<file path="src/rtl/hg_pkg.sv">
package hg_pkg;
   typedef enum logic [1:0] {
      SRC_IDLE = 2'd0,
      SRC_HOLD = 2'd1,
      SRC_GAP  = 2'd2
   } src_state_t;
endpackage

</file>
<file path="src/rtl/hg_src.sv">
module hg_src #(
   parameter int DATA_W = 8
) (
   input  logic              clk,
   input  logic              rst_n,
   input  logic              push,
   input  logic [DATA_W-1:0] push_data,
   output logic              ready,
   input  logic              got,
   output logic              have,
   output logic [DATA_W-1:0] bus
);
   import hg_pkg::*;

   src_state_t        st;
   logic [DATA_W-1:0] word_q;
   logic              have_q;

   always_ff @(posedge clk) begin
      if (!rst_n) begin
         st     <= SRC_IDLE;
         word_q <= '0;
         have_q <= 1'b0;
      end else begin
         unique case (st)
            SRC_IDLE: if (push) begin
               word_q <= push_data;
               have_q <= 1'b1;
               st     <= SRC_HOLD;
            end
            SRC_HOLD: if (got) begin
               word_q <= '0;
               have_q <= 1'b0;
               st     <= SRC_GAP;
            end
            SRC_GAP:  st <= SRC_IDLE;
            default:  st <= SRC_IDLE;
         endcase
      end
   end

   assign ready = (st == SRC_IDLE);
   assign have  = have_q;
   assign bus   = word_q;
endmodule

</file>
<file path="src/rtl/hg_sink.sv">
module hg_sink #(
   parameter int DATA_W    = 8,
   parameter int SINK_WAIT = 0
) (
   input  logic              clk,
   input  logic              rst_n,
   input  logic              have,
   input  logic [DATA_W-1:0] bus,
   output logic              got,
   output logic              vld,
   output logic [DATA_W-1:0] dat
);
   localparam int CNT_W = (SINK_WAIT > 0) ? $clog2(SINK_WAIT + 1) : 1;

   logic armed;
   logic wait_done;
   logic load;

   assign load = armed && have && wait_done;

   generate
      if (SINK_WAIT == 0) begin : g_fast
         assign wait_done = 1'b1;
      end else begin : g_slow
         logic [CNT_W-1:0] cnt;
         always_ff @(posedge clk) begin
            if (!rst_n)
               cnt <= '0;
            else if (load)
               cnt <= '0;
            else if (armed && have)
               cnt <= cnt + 1'b1;
         end
         assign wait_done = (cnt == CNT_W'(SINK_WAIT));
      end
   endgenerate

   always_ff @(posedge clk) begin
      if (!rst_n) begin
         armed <= 1'b1;
         got   <= 1'b0;
         vld   <= 1'b0;
         dat   <= '0;
      end else begin
         got <= 1'b0;
         vld <= 1'b0;
         if (load) begin
            dat   <= bus;
            got   <= 1'b1;
            vld   <= 1'b1;
            armed <= 1'b0;
         end else if (!armed && !have) begin
            armed <= 1'b1;
         end
      end
   end
endmodule

</file>
<file path="src/rtl/hg_link.sv">
module hg_link #(
   parameter int DATA_W    = 8,
   parameter int SINK_WAIT = 0
) (
   input  logic              clk,
   input  logic              rst_n,
   input  logic              in_push,
   input  logic [DATA_W-1:0] in_data,
   output logic              in_ready,
   output logic              out_valid,
   output logic [DATA_W-1:0] out_data,
   output logic              link_have,
   output logic              link_got,
   output logic [DATA_W-1:0] link_data
);
   generate
      if (DATA_W < 1) begin : g_bad_w
         $error("hg_link: DATA_W must be at least 1");
      end
      if (SINK_WAIT < 0) begin : g_bad_wait
         $error("hg_link: SINK_WAIT must not be negative");
      end
   endgenerate

   hg_src #(.DATA_W(DATA_W)) u_src (
      .clk       (clk),
      .rst_n     (rst_n),
      .push      (in_push),
      .push_data (in_data),
      .ready     (in_ready),
      .got       (link_got),
      .have      (link_have),
      .bus       (link_data)
   );

   hg_sink #(.DATA_W(DATA_W), .SINK_WAIT(SINK_WAIT)) u_sink (
      .clk   (clk),
      .rst_n (rst_n),
      .have  (link_have),
      .bus   (link_data),
      .got   (link_got),
      .vld   (out_valid),
      .dat   (out_data)
   );
endmodule

</file>
<file path="config.mk">
export PLATFORM = sky130hd
export DESIGN_NAME = hg_link
export DESIGN_NICKNAME = d
export VERILOG_FILES = /design/src/rtl/hg_pkg.sv /design/src/rtl/hg_src.sv /design/src/rtl/hg_sink.sv /design/src/rtl/hg_link.sv
export SDC_FILE = /design/constraint.sdc
export NUM_CORES = 1
export LEC_CHECK = 0
export BUFFER_PORTS_ARGS = -buffer_cell sky130_fd_sc_hd__buf_4
export CAP_MARGIN = 10
export CORE_MARGIN = 3
export CORE_UTILIZATION = 45
export DETAILED_ROUTE_END_ITERATION = 8
export PLACE_DENSITY = 0.76
export REMOVE_ABC_BUFFERS = 1
export SETUP_SLACK_MARGIN = 0.02
export SKIP_LAST_GASP = 1
export SYNTH_ARGS = -nofsm -noshare
export SYNTH_HDL_FRONTEND = slang
export SYNTH_SLANG_ARGS = --single-unit
</file>
<file path="constraint.sdc">
create_clock -name clk -period 1.24 [get_ports clk]
set_input_delay 0.124 -clock clk [delete_from_list [all_inputs] [get_ports clk]]
set_output_delay 0.124 -clock clk [all_outputs]
set_load 0.005 [all_outputs]
</file>
==> results.json <==
{
  "status": "finished clean",
  "clkLatencyLatePin_ns": 0.29,
  "synthFlopType": "dfxtp_1",
  "ir_drop_uv": 807,
  "setup.worst_path.end_class": "flop",
  "worstPathCellList": "ha_1 -> buf_4 -> mux2i_1 -> nor2b_1",
  "antenna_found_initial": 0,
  "yosysSeqAreaShare": 0.551,
  "cts_hold_buf": 0,
  "p_leak_nw": 0.467,
  "critPathBufInv": 1,
  "grt_start_max_net_pins": 14,
  "yosysUniqueCellTypes": 21,
  "fillers": 130,
  "layout_setup_ws_ns": 0.134,
  "drt_pre_antenna_iters": 3,
  "yosys_warnings": 0,
  "track_usage": 0.150,
  "fmax_ghz": 0.904,
  "synth_area_leader_cell": "dfxtp_1",
  "synth_seq_cells": 21,
  "fin_crit_ns": 1.11,
  "drive_gt1_frac": 0.390,
  "initial_core_util": 0.490,
  "rsz0062_at_grt": "false",
  "pre_cts_ws_ns": 0.125,
  "synth_common_cells": "dfxtp_1 (21), mux2i_1 (9), nor2b_1 (9)",
  "worst_clock_skew_ns": 0.00379,
  "gp_congestion": 0.829,
  "worstSetupPathType": "reg -> reg",
  "dp_cells": 112,
  "wire_per_inst_um": 13.0,
  "vias": 580,
  "setup_tns_ns": 0,
  "min_path_type": "in -> reg",
  "port_buffers": 30,
  "synth_area_leaders": "dfxtp_1 (55%), mux2i_1 (12%), a22o_1 (9.2%)",
  "syn-cell-area_um2": 763,
  "nNetsFinal": 113,
  "power_w": 0.00135,
  "fp-row-count": 14,
  "synth_edf_count": 0,
  "cts_resized": 0,
  "synthCells": 67,
  "die-area_um2": 2230,
  "clock_sinks": 21,
  "grt_remaining_overflow": 0,
  "drv_cap": 0,
  "yosysMostFrequentCell": "dfxtp_1",
  "ios": 31,
  "core_um2": 1560,
  "yosysTopAreaCellShare": 0.551,
  "rrSetupSlack_ns": 0.13,
  "crit_arrival_ns": 1.31,
  "area_growth_pct": 35.6,
  "grt_pass1_wl_mm": 2.38,
  "slowest_stage": "dfxtp_1",
  "seqCellArea_um2": 420,
  "die_h_um": 47.2,
  "tightest_slew_ns": 0.323,
  "cp_max_fo": 6,
  "cp_data_required_time_ns": 1.44,
  "crit_family": "flip-flops",
  "post_cts_buffers": 0,
  "syn_area_per_cell_um2": 11.4,
  "clk_pin_slew_worst_paths_ns": 0.11,
  "detail_route.iter0.violations": 5,
  "ant_nets": 0,
  "synthArstFlopShare": 0,
  "timing.final.crit_share": 0.892,
  "final_util": 0.664,
  "drc_errors": 0,
  "relSlewSlack": 0.784,
  "dpl.hpwl_mm": 1.16,
  "cts_tree": "yes",
  "cts_made_buffers": 3,
  "power.density_nw_per_um2": 1300,
  "multi_input_area_um2": 323,
  "first_global_vias": 507,
  "setup_viol_count_final": 0,
  "slew_viol_final": 0,
  "hold_viol_final": 0,
  "instances_no_fill": 116,
  "avgViaCountPerCell": 5.00,
  "insertedDiodeCount": 0,
  "max_stage_delay_ns": 0.39,
  "die_x_um": 47.2,
  "htree_levels": 1,
  "cts.path.max_buffers": 2,
  "crit_path_start_kind": "flop",
  "drt_wl_total_mm": 1.51,
  "cts_root_buffer": "clkbuf_4"
}
-- worst register-to-register path, stage by stage, from the launching register on --
cell     delay (ns)
dfxtp_1        0.39
ha_1           0.20
buf_4          0.17
mux2i_1        0.20
nor2b_1        0.06
-- layer usage --
metal / track usage / share of wire / vias up / routed length [µm]
li1: - / - / 301 / -
met1: 0.229 / 0.48 / 258 / 722
met2: 0.201 / 0.44 / 21 / 668
met3: 0.0421 / 0.081 / 0 / 122
met4: 0.0497 / 0 / 0 / 0
met5: 0 / 0 / - / 0
-- stage by stage --
step           instance area (µm²)  hold WS, ns
2_1_floorplan                  747        0.223
3_3_place_gp                  1010        0.334
3_5_place_dp                  1010        0.341
4_1_cts                       1030       0.0172
5_1_grt                       1030       0.0125
6_report                      1030       0.0278
-- report_power, final --
group          switching [W]  total, W  internal (W)
sequential         0.0000379  0.000763      0.000725
combinational       0.000109  0.000270      0.000161
clock               0.000195  0.000314      0.000120
total               0.000342   0.00135       0.00101
-- cell families after synthesis --
logic type,Yosys count,synth area share
DFF,21,0.551
and+or+nand+nor,18,0.134
AOI/OAI and AO/OA,14,0.154
muxes,9,0.118
buffers and inverters,4,0.0262
adders and majority gates,1,0.0164
-- layout make-up --
class	instances	share of cell area
Clock buffer	3	0.0218
Clock inverter	1	0.00484
Inverter	1	0.00363
Multi-Input combinational cell	42	0.312
Sequential cell	21	0.406
Tap cell	16	0.0193
Timing Repair Buffer	32	0.232
-- worst paths after layout --
check                                  start       endpoint  cells after the start
worst max-delay path              u_src.have  u_sink.dat[4]                      4
worst min-delay path              in_data[4]   u_src.bus[4]                      2
worst max register to register    u_src.have  u_sink.dat[4]                      4
worst min register to register  u_sink.armed   u_sink.armed                      2
-- cell usage in the layout, fill, tap and decap left out, types with 2 or more instances in the layout --
cell type	netlist	routed
mux2i_1	9	9
nor2_1	2	2
dfxtp_1	21	21
a22o_1	8	8
clkbuf_4	0	3
buf_4	1	32
nor2b_1	9	9
nand2_1	3	3
-- sequential cells by signal (all words and copies together), names as in the netlist --
name,count
u_src.bus,8
u_sink.armed,1
u_sink.dat,8
u_src.have,1
u_src.st,2
u_sink.got,1
Power figures use the tool's default switching activity.
